$ cat config.mk
export PLATFORM = sky130hd
export DESIGN_NAME = sru_shift_unit
export DESIGN_NICKNAME = d
export VERILOG_FILES = /design/src/rtl/sru_pkg.sv /design/src/rtl/sru_shift_core.sv /design/src/rtl/sru_flag_gen.sv /design/src/rtl/sru_shift_unit.sv
export SDC_FILE = /design/constraint.sdc
export NUM_CORES = 1
export LEC_CHECK = 0
export BUFFER_PORTS_ARGS = -buffer_cell sky130_fd_sc_hd__buf_4
export CAP_MARGIN = 20
export CORE_ASPECT_RATIO = 0.7
export CORE_UTILIZATION = 53
export DETAILED_ROUTE_END_ITERATION = 6
export PLACE_DENSITY = 0.8
export SYNTH_ARGS = -nofsm -noshare
export SYNTH_HDL_FRONTEND = slang
export SYNTH_HIERARCHICAL = 1
export SYNTH_SLANG_ARGS = --single-unit
$ cat constraint.sdc
create_clock -name vclk -period 3.9
set_input_delay 1.17 -clock vclk [all_inputs]
set_output_delay 1.17 -clock vclk [all_outputs]
set_load 0.01 [all_outputs]
$ cat src/rtl/sru_pkg.sv
package sru_pkg;

    localparam int CCR_W   = 8;
    localparam int FLAG_N  = 3;
    localparam int FLAG_Z  = 2;
    localparam int FLAG_V  = 1;
    localparam int FLAG_C  = 0;
    localparam int NIB_W   = 4;

    typedef enum logic [2:0] {
        OP_LSR = 3'd0,
        OP_LSL = 3'd1,
        OP_ASR = 3'd2,
        OP_ROR = 3'd3,
        OP_ROL = 3'd4,
        OP_COM = 3'd5,
        OP_CLR = 3'd6,
        OP_NOP = 3'd7
    } sru_op_e;

    function automatic logic op_allows_wide(sru_op_e o);
        return (o == OP_LSR) || (o == OP_LSL) || (o == OP_CLR) || (o == OP_NOP);
    endfunction

    function automatic logic op_is_shift(sru_op_e o);
        return (o == OP_LSR) || (o == OP_LSL) || (o == OP_ASR) ||
               (o == OP_ROR) || (o == OP_ROL);
    endfunction

endpackage

$ cat src/rtl/sru_shift_core.sv
module sru_shift_core
    import sru_pkg::*;
#(
    parameter int W = 8
) (
    input  sru_op_e        op,
    input  logic [W-1:0]   src,
    input  logic           cin,
    output logic [W-1:0]   res,
    output logic           cout
);

    always_comb begin
        unique case (op)
            OP_LSR: begin
                res  = {1'b0, src[W-1:1]};
                cout = src[0];
            end
            OP_LSL: begin
                res  = {src[W-2:0], 1'b0};
                cout = src[W-1];
            end
            OP_ASR: begin
                res  = {src[W-1], src[W-1:1]};
                cout = src[0];
            end
            OP_ROR: begin
                res  = {cin, src[W-1:1]};
                cout = src[0];
            end
            OP_ROL: begin
                res  = {src[W-2:0], cin};
                cout = src[W-1];
            end
            OP_COM: begin
                res  = ~src;
                cout = 1'b1;
            end
            OP_CLR: begin
                res  = '0;
                cout = 1'b0;
            end
            OP_NOP: begin
                res  = src;
                cout = cin;
            end
            default: begin
                res  = src;
                cout = cin;
            end
        endcase
    end

endmodule

$ cat src/rtl/sru_flag_gen.sv
module sru_flag_gen
    import sru_pkg::*;
#(
    parameter int W = 8
) (
    input  sru_op_e             op,
    input  logic [W-1:0]        res,
    input  logic                cout,
    input  logic [NIB_W-1:0]    nib_in,
    output logic [NIB_W-1:0]    nib_out
);

    logic msb;
    logic is_zero;

    assign msb     = res[W-1];
    assign is_zero = (res == '0);

    always_comb begin
        nib_out = nib_in;
        unique case (op)
            OP_LSR, OP_LSL, OP_ASR, OP_ROR, OP_ROL: begin
                nib_out[FLAG_N] = msb;
                nib_out[FLAG_Z] = is_zero;
                nib_out[FLAG_V] = msb ^ cout;
                nib_out[FLAG_C] = cout;
            end
            OP_COM: begin
                nib_out[FLAG_N] = msb;
                nib_out[FLAG_Z] = is_zero;
                nib_out[FLAG_V] = 1'b0;
                nib_out[FLAG_C] = 1'b1;
            end
            OP_CLR: begin
                nib_out[FLAG_N] = 1'b0;
                nib_out[FLAG_Z] = 1'b1;
                nib_out[FLAG_V] = 1'b0;
                nib_out[FLAG_C] = 1'b0;
            end
            OP_NOP: begin
                nib_out = nib_in;
            end
            default: begin
                nib_out = nib_in;
            end
        endcase
    end

endmodule

$ cat src/rtl/sru_shift_unit.sv
module sru_shift_unit
    import sru_pkg::*;
#(
    parameter int NARROW_W = 8,
    parameter int WIDE_W   = 16
) (
    input  logic [2:0]          op,
    input  logic                wide,
    input  logic [WIDE_W-1:0]   operand,
    input  logic [CCR_W-1:0]    ccr_in,
    output logic [WIDE_W-1:0]   result,
    output logic [CCR_W-1:0]    ccr_out
);

    localparam int LANES = 2;

    sru_op_e              op_e;
    logic                 use_wide;
    logic [WIDE_W-1:0]    lane_res [LANES];
    logic [NIB_W-1:0]     lane_nib [LANES];

    assign op_e     = sru_op_e'(op);
    assign use_wide = wide && op_allows_wide(op_e);

    for (genvar g = 0; g < LANES; g++) begin : g_lane
        localparam int LW = (g == 0) ? NARROW_W : WIDE_W;
        logic [LW-1:0] core_res;
        logic          core_cout;

        sru_shift_core #(.W(LW)) u_core (
            .op   (op_e),
            .src  (operand[LW-1:0]),
            .cin  (ccr_in[FLAG_C]),
            .res  (core_res),
            .cout (core_cout)
        );

        sru_flag_gen #(.W(LW)) u_flags (
            .op      (op_e),
            .res     (core_res),
            .cout    (core_cout),
            .nib_in  (ccr_in[NIB_W-1:0]),
            .nib_out (lane_nib[g])
        );

        if (LW < WIDE_W) begin : g_ext
            assign lane_res[g] = {{(WIDE_W-LW){1'b0}}, core_res};
        end else begin : g_full
            assign lane_res[g] = core_res;
        end
    end

    always_comb begin
        if (use_wide) begin
            result  = lane_res[1];
            ccr_out = {ccr_in[CCR_W-1:NIB_W], lane_nib[1]};
        end else begin
            result  = lane_res[0];
            ccr_out = {ccr_in[CCR_W-1:NIB_W], lane_nib[0]};
        end
    end

endmodule

After elaboration in Yosys (flattened, before gate mapping)
Cells that the tools add are included.
{"block": "word_totals", "register_bits": 0, "elab_cells": 29}
{"block": "op_classes", "n_eq_ne": 7, "muxes": 8, "bitwise": 4, "reduce_logical": 10}
{"cell": "$pmux W16 S8", "n": 1}
{"cell": "$pmux W8 S8", "n": 1}
{"cell": "$pmux W4 S4", "n": 2}
{"cell": "$logic_not A16 Y1", "n": 1}
{"cell": "$mux W16", "n": 1}
{"cell": "$not A16 Y16", "n": 1}
{"cell": "$eq A3 B3 Y1 const B", "n": 4}
{"cell": "$pmux W1 S5", "n": 2}
{"cell": "$logic_not A8 Y1", "n": 1}
{"cell": "$not A8 Y8", "n": 1}
{"cell": "$eq A3 B2 Y1 const B", "n": 2}
{"cell": "$reduce_or A5 Y1", "n": 1}
{"cell": "$mux W4", "n": 1}
{"cell": "$eq A3 B1 Y1 const B", "n": 1}
{"cell": "$logic_not A3 Y1", "n": 1}
{"cell": "$logic_or A1 B1 Y1", "n": 3}
{"cell": "$reduce_or A3 Y1", "n": 1}
{"cell": "$reduce_or A2 Y1", "n": 1}
{"cell": "$xor A1 B1 Y1", "n": 2}
{"cell": "$logic_and A1 B1 Y1", "n": 1}

Depth between registers and ports, before layout
{"block": "logic_depth", "ltp_word": 6, "mapped_depth": 10, "depth_no_buf": 7}

Hierarchy
The synthesis kept the hierarchy.
{"module": "sru_shift_core at g_lane[1].u_core", "instances": 1, "cells_per_inst": 136, "area_each_um2": 959.7, "seq_area_each_um2": 0.0}
{"module": "sru_shift_core at g_lane[0].u_core", "instances": 1, "cells_per_inst": 77, "area_each_um2": 523.0, "seq_area_each_um2": 0.0}
{"module": "sru_shift_unit", "instances": 1, "cells_per_inst": 27, "area_each_um2": 296.5, "seq_area_each_um2": 0.0}
{"module": "sru_flag_gen at g_lane[1].u_flags", "instances": 1, "cells_per_inst": 20, "area_each_um2": 126.4, "seq_area_each_um2": 0.0}
{"module": "sru_flag_gen at g_lane[0].u_flags", "instances": 1, "cells_per_inst": 17, "area_each_um2": 103.8, "seq_area_each_um2": 0.0}

Worst setup path after synthesis
No wires, ideal clock.
{"block": "synth_path", "path_kind": "input-to-output", "startpoint": "input port op[0]", "endpoint": "output port ccr_out[2]", "t_arrival_ns": 2.614, "required_ns": 2.730, "slack_ns": 0.116, "stages": 9, "n_path_buf": 2, "cell_sequence": "buf_6 -> buf_6 -> and2_4 -> a221oi_1 -> o211ai_1 -> nor4_2 -> nand4_1 -> a21oi_1 -> mux2_4"}
{"item": "start: declaration", "line": "sru_shift_unit.sv:7", "rtl": "input logic [2:0] op,"}
{"item": "end: declaration", "line": "sru_shift_unit.sv:12", "rtl": "output logic [CCR_W-1:0] ccr_out"}

==> qor.yml <==
outcome: "finished, violations left"
violations: "design-rule violations, negative setup slack"
std_cell_rows: 18
hold_class: "in -> out"
ff_latch_area_sq_um: 0
path_class: "in -> out"
drt_iter0_drc: 609
antenna_left: 0
slowest_stage: "nor4_2"
n_antenna_cell: 0
slew_viol_final: 0
grt_start_max_net_pins: 31
via_per_inst: 7.52
ios: 52
synth_top_family_by_area: "simple AND/OR/NAND/NOR gates"
dp_hpwl_mm: 4.88
path_buf_inv: 3
tightest_slew_ns: 0.547
syn_inst: 277
synth_xor_area_share_pct: 2.55
ys_seq_area_share_pct: 0
clock_buffers: 0
start_util_pct: 56.1
crit_required_ns: 2.73
synth_cell_type_count: 48
drcViolationCount: 45
wl_per_cell_um: 25.5
cp-end-kind: "output pin"
dr.pass1.iters: 7
yosys_warnings: 6
avgSynthCellArea_sq_um: 7.25
rsz0062_at_grt: "yes"
wl_met3_mm: 1.60
wl_met1_mm: 3.77
start_kind: "input port"
fillerInstances: 151
antenna_found_initial: 0
die_x_um: 75.6
peakVddDrop_uv: 94.7
synth-simple-area-share_pct: 45.0
multi_input_area_sq_um: 1980
place_congestion: 0.942
die_area_sq_um: 4050
yosysTopAreaCellShare_pct: 7.97
syn_nets: 305
yosysMostFrequentCell: "nand2_1"
wl_mm: 10.5
grt_pass1_vias: 2599
power_w: 0.000510
yosysTopAreaCell: "a311o_1"
overflow: 0
seq_cell_count: 0
crit_family: "simple AND/OR/NAND/NOR gates"
pwr_density_cell_nw_per_um2: 163
finalCritPeriodShare_pct: 114
hold_end: "ccr_out[6]"
period_needed_ns: 4.45
grt_usage_pct: 43.6
grt_pass1_wl_mm: 13.1
cpPeakStageDelay_ns: 0.40
cts_hold_buf: 0
final-hold-violation-count: 0
timing.fmax_mhz: 225
whs_path_depth: 0
muxShareOfSynthArea_pct: 10.7
final_net_count: 392
fp.coreArea_sq_um: 3580
synthTopCellsByCount: "nand2_1, a21oi_1, nand2b_1"
worst_slack_ns: -0.547
io_buffers: 44
finalSetupViolCount: 6
path_max_fanout: 5
wl_met2_mm: 4.22
leakagePower_nw: 1.39
crit_start: "op[2]"
synthAdderAreaFrac_pct: 0
setup_tns_ns: -1.03
synth-compound-area-share_pct: 29.6
cp.arrival_ns: 3.28
num_vias: 3098
maxSlewHeadroom_pct: 63.4
die_h_um: 53.5
path_cells: "buf_8 > and2_4 > buf_4 > a32oi_1 > nand3_1 > nor4_2 > nand4_1 > a21oi_1 > mux2_4 > buf_6"
timing.max_cap.violations: 0
netlist_area_sq_um: 2010
syn2layout_area_growth_pct: 56.0
layout-drive-gt1-share_pct: 51.9
hold_path.startpoint: "ccr_in[6]"
highest_layer: "met4"
synthTopCellsByArea: "a311o_1, mux2_4, a21oi_1"
==> worst max-delay path by stage <==
stage                     slack [ns]         end  cells past startpoint
after floorplan                 0.12  ccr_out[2]                      9
after global placement         -0.26  ccr_out[2]                     10
after detailed placement       -0.34  ccr_out[2]                     10
after CTS                       -0.1  ccr_out[2]                     10
after global routing           -0.72  ccr_out[2]                     10
final                          -0.55  ccr_out[2]                     10
==> logic make-up after synthesis <==
kind of cell           count (synthesis)
AO/OA/AOI/OAI                         82
XOR/XNOR                               5
buffers and inverters                 31
multiplexers                          16
AND/OR/NAND/NOR                      143
==> report_power, final <==
| part | switching, W | leakage, nW | internal (W) | total, W |
|---|---|---|---|---|
| clock | 0 | 0 | 0 | 0 |
| combinational | 0.000260 | 1.39 | 0.000250 | 0.000510 |
| sequential | 0 | 0 | 0 | 0 |
| total | 0.000260 | 1.39 | 0.000250 | 0.000510 |
==> layout by cell type, fill, tap and decap left out, drive strengths merged, types with 2 or more instances in the layout <==
| cell type | synthesis | final |
|---|---|---|
| a311o | 16 | 16 |
| and3 | 8 | 8 |
| a211oi | 2 | 2 |
| a32oi | 12 | 12 |
| nand2b | 28 | 28 |
| a21oi | 27 | 27 |
| and2 | 3 | 3 |
| nor2b | 5 | 5 |
| nand3 | 21 | 21 |
| nor4 | 6 | 6 |
| buf | 28 | 113 |
| nand4 | 9 | 9 |
| o21ai | 9 | 9 |
| bufbuf | 0 | 2 |
| nand2 | 35 | 35 |
| or2b | 12 | 12 |
| o221ai | 2 | 2 |
| xor2 | 2 | 2 |
| a21o | 2 | 2 |
| a31oi | 2 | 2 |
| xnor2 | 3 | 3 |
| mux2 | 14 | 14 |
| nor2 | 8 | 8 |
| o21a | 2 | 2 |
| mux2i | 2 | 2 |
| a221oi | 4 | 4 |
| o211ai | 3 | 3 |
| nor3b | 4 | 4 |
| and4 | 2 | 2 |
==> final cells by class <==
class	count	area share [%]
Inverter	1	0.120
Multi-Input combinational cell	246	63.1
Tap cell	50	2.00
Timing Repair Buffer	115	34.8
==> metal layers <==
metal	track usage [%]	vias to the layer above
li1	-	1233
met1	57.7	1383
met2	68.9	344
met3	6.86	138
met4	21.3	0
met5	0	-
==> stage by stage <==
step | util [%] | area (sq um) | std cells | setup WS (ns) | hold slack [ns]
2_1_floorplan | - | 2010 | 277 | 0.116 | 2.43
3_3_place_gp | 73.0 | 2610 | 398 | -0.259 | 2.34
3_5_place_dp | 73.0 | 2610 | 398 | -0.343 | 2.34
4_1_cts | 84.6 | 3030 | 413 | -0.0967 | 2.34
5_1_grt | 87.6 | 3140 | 412 | -0.718 | 2.34
6_report | 87.6 | 3140 | 412 | -0.547 | 2.34
==> timing repair <==
| action | CTS | global route |
|---|---|---|
| pin swaps | 28 | 9 |
| gates resized for setup | 58 | 20 |
| gates cloned | 2 | 0 |
| setup buffers | 13 | 3 |
| setup endpoints to repair | 14 | 12 |
Power figures use the tool's default switching activity.
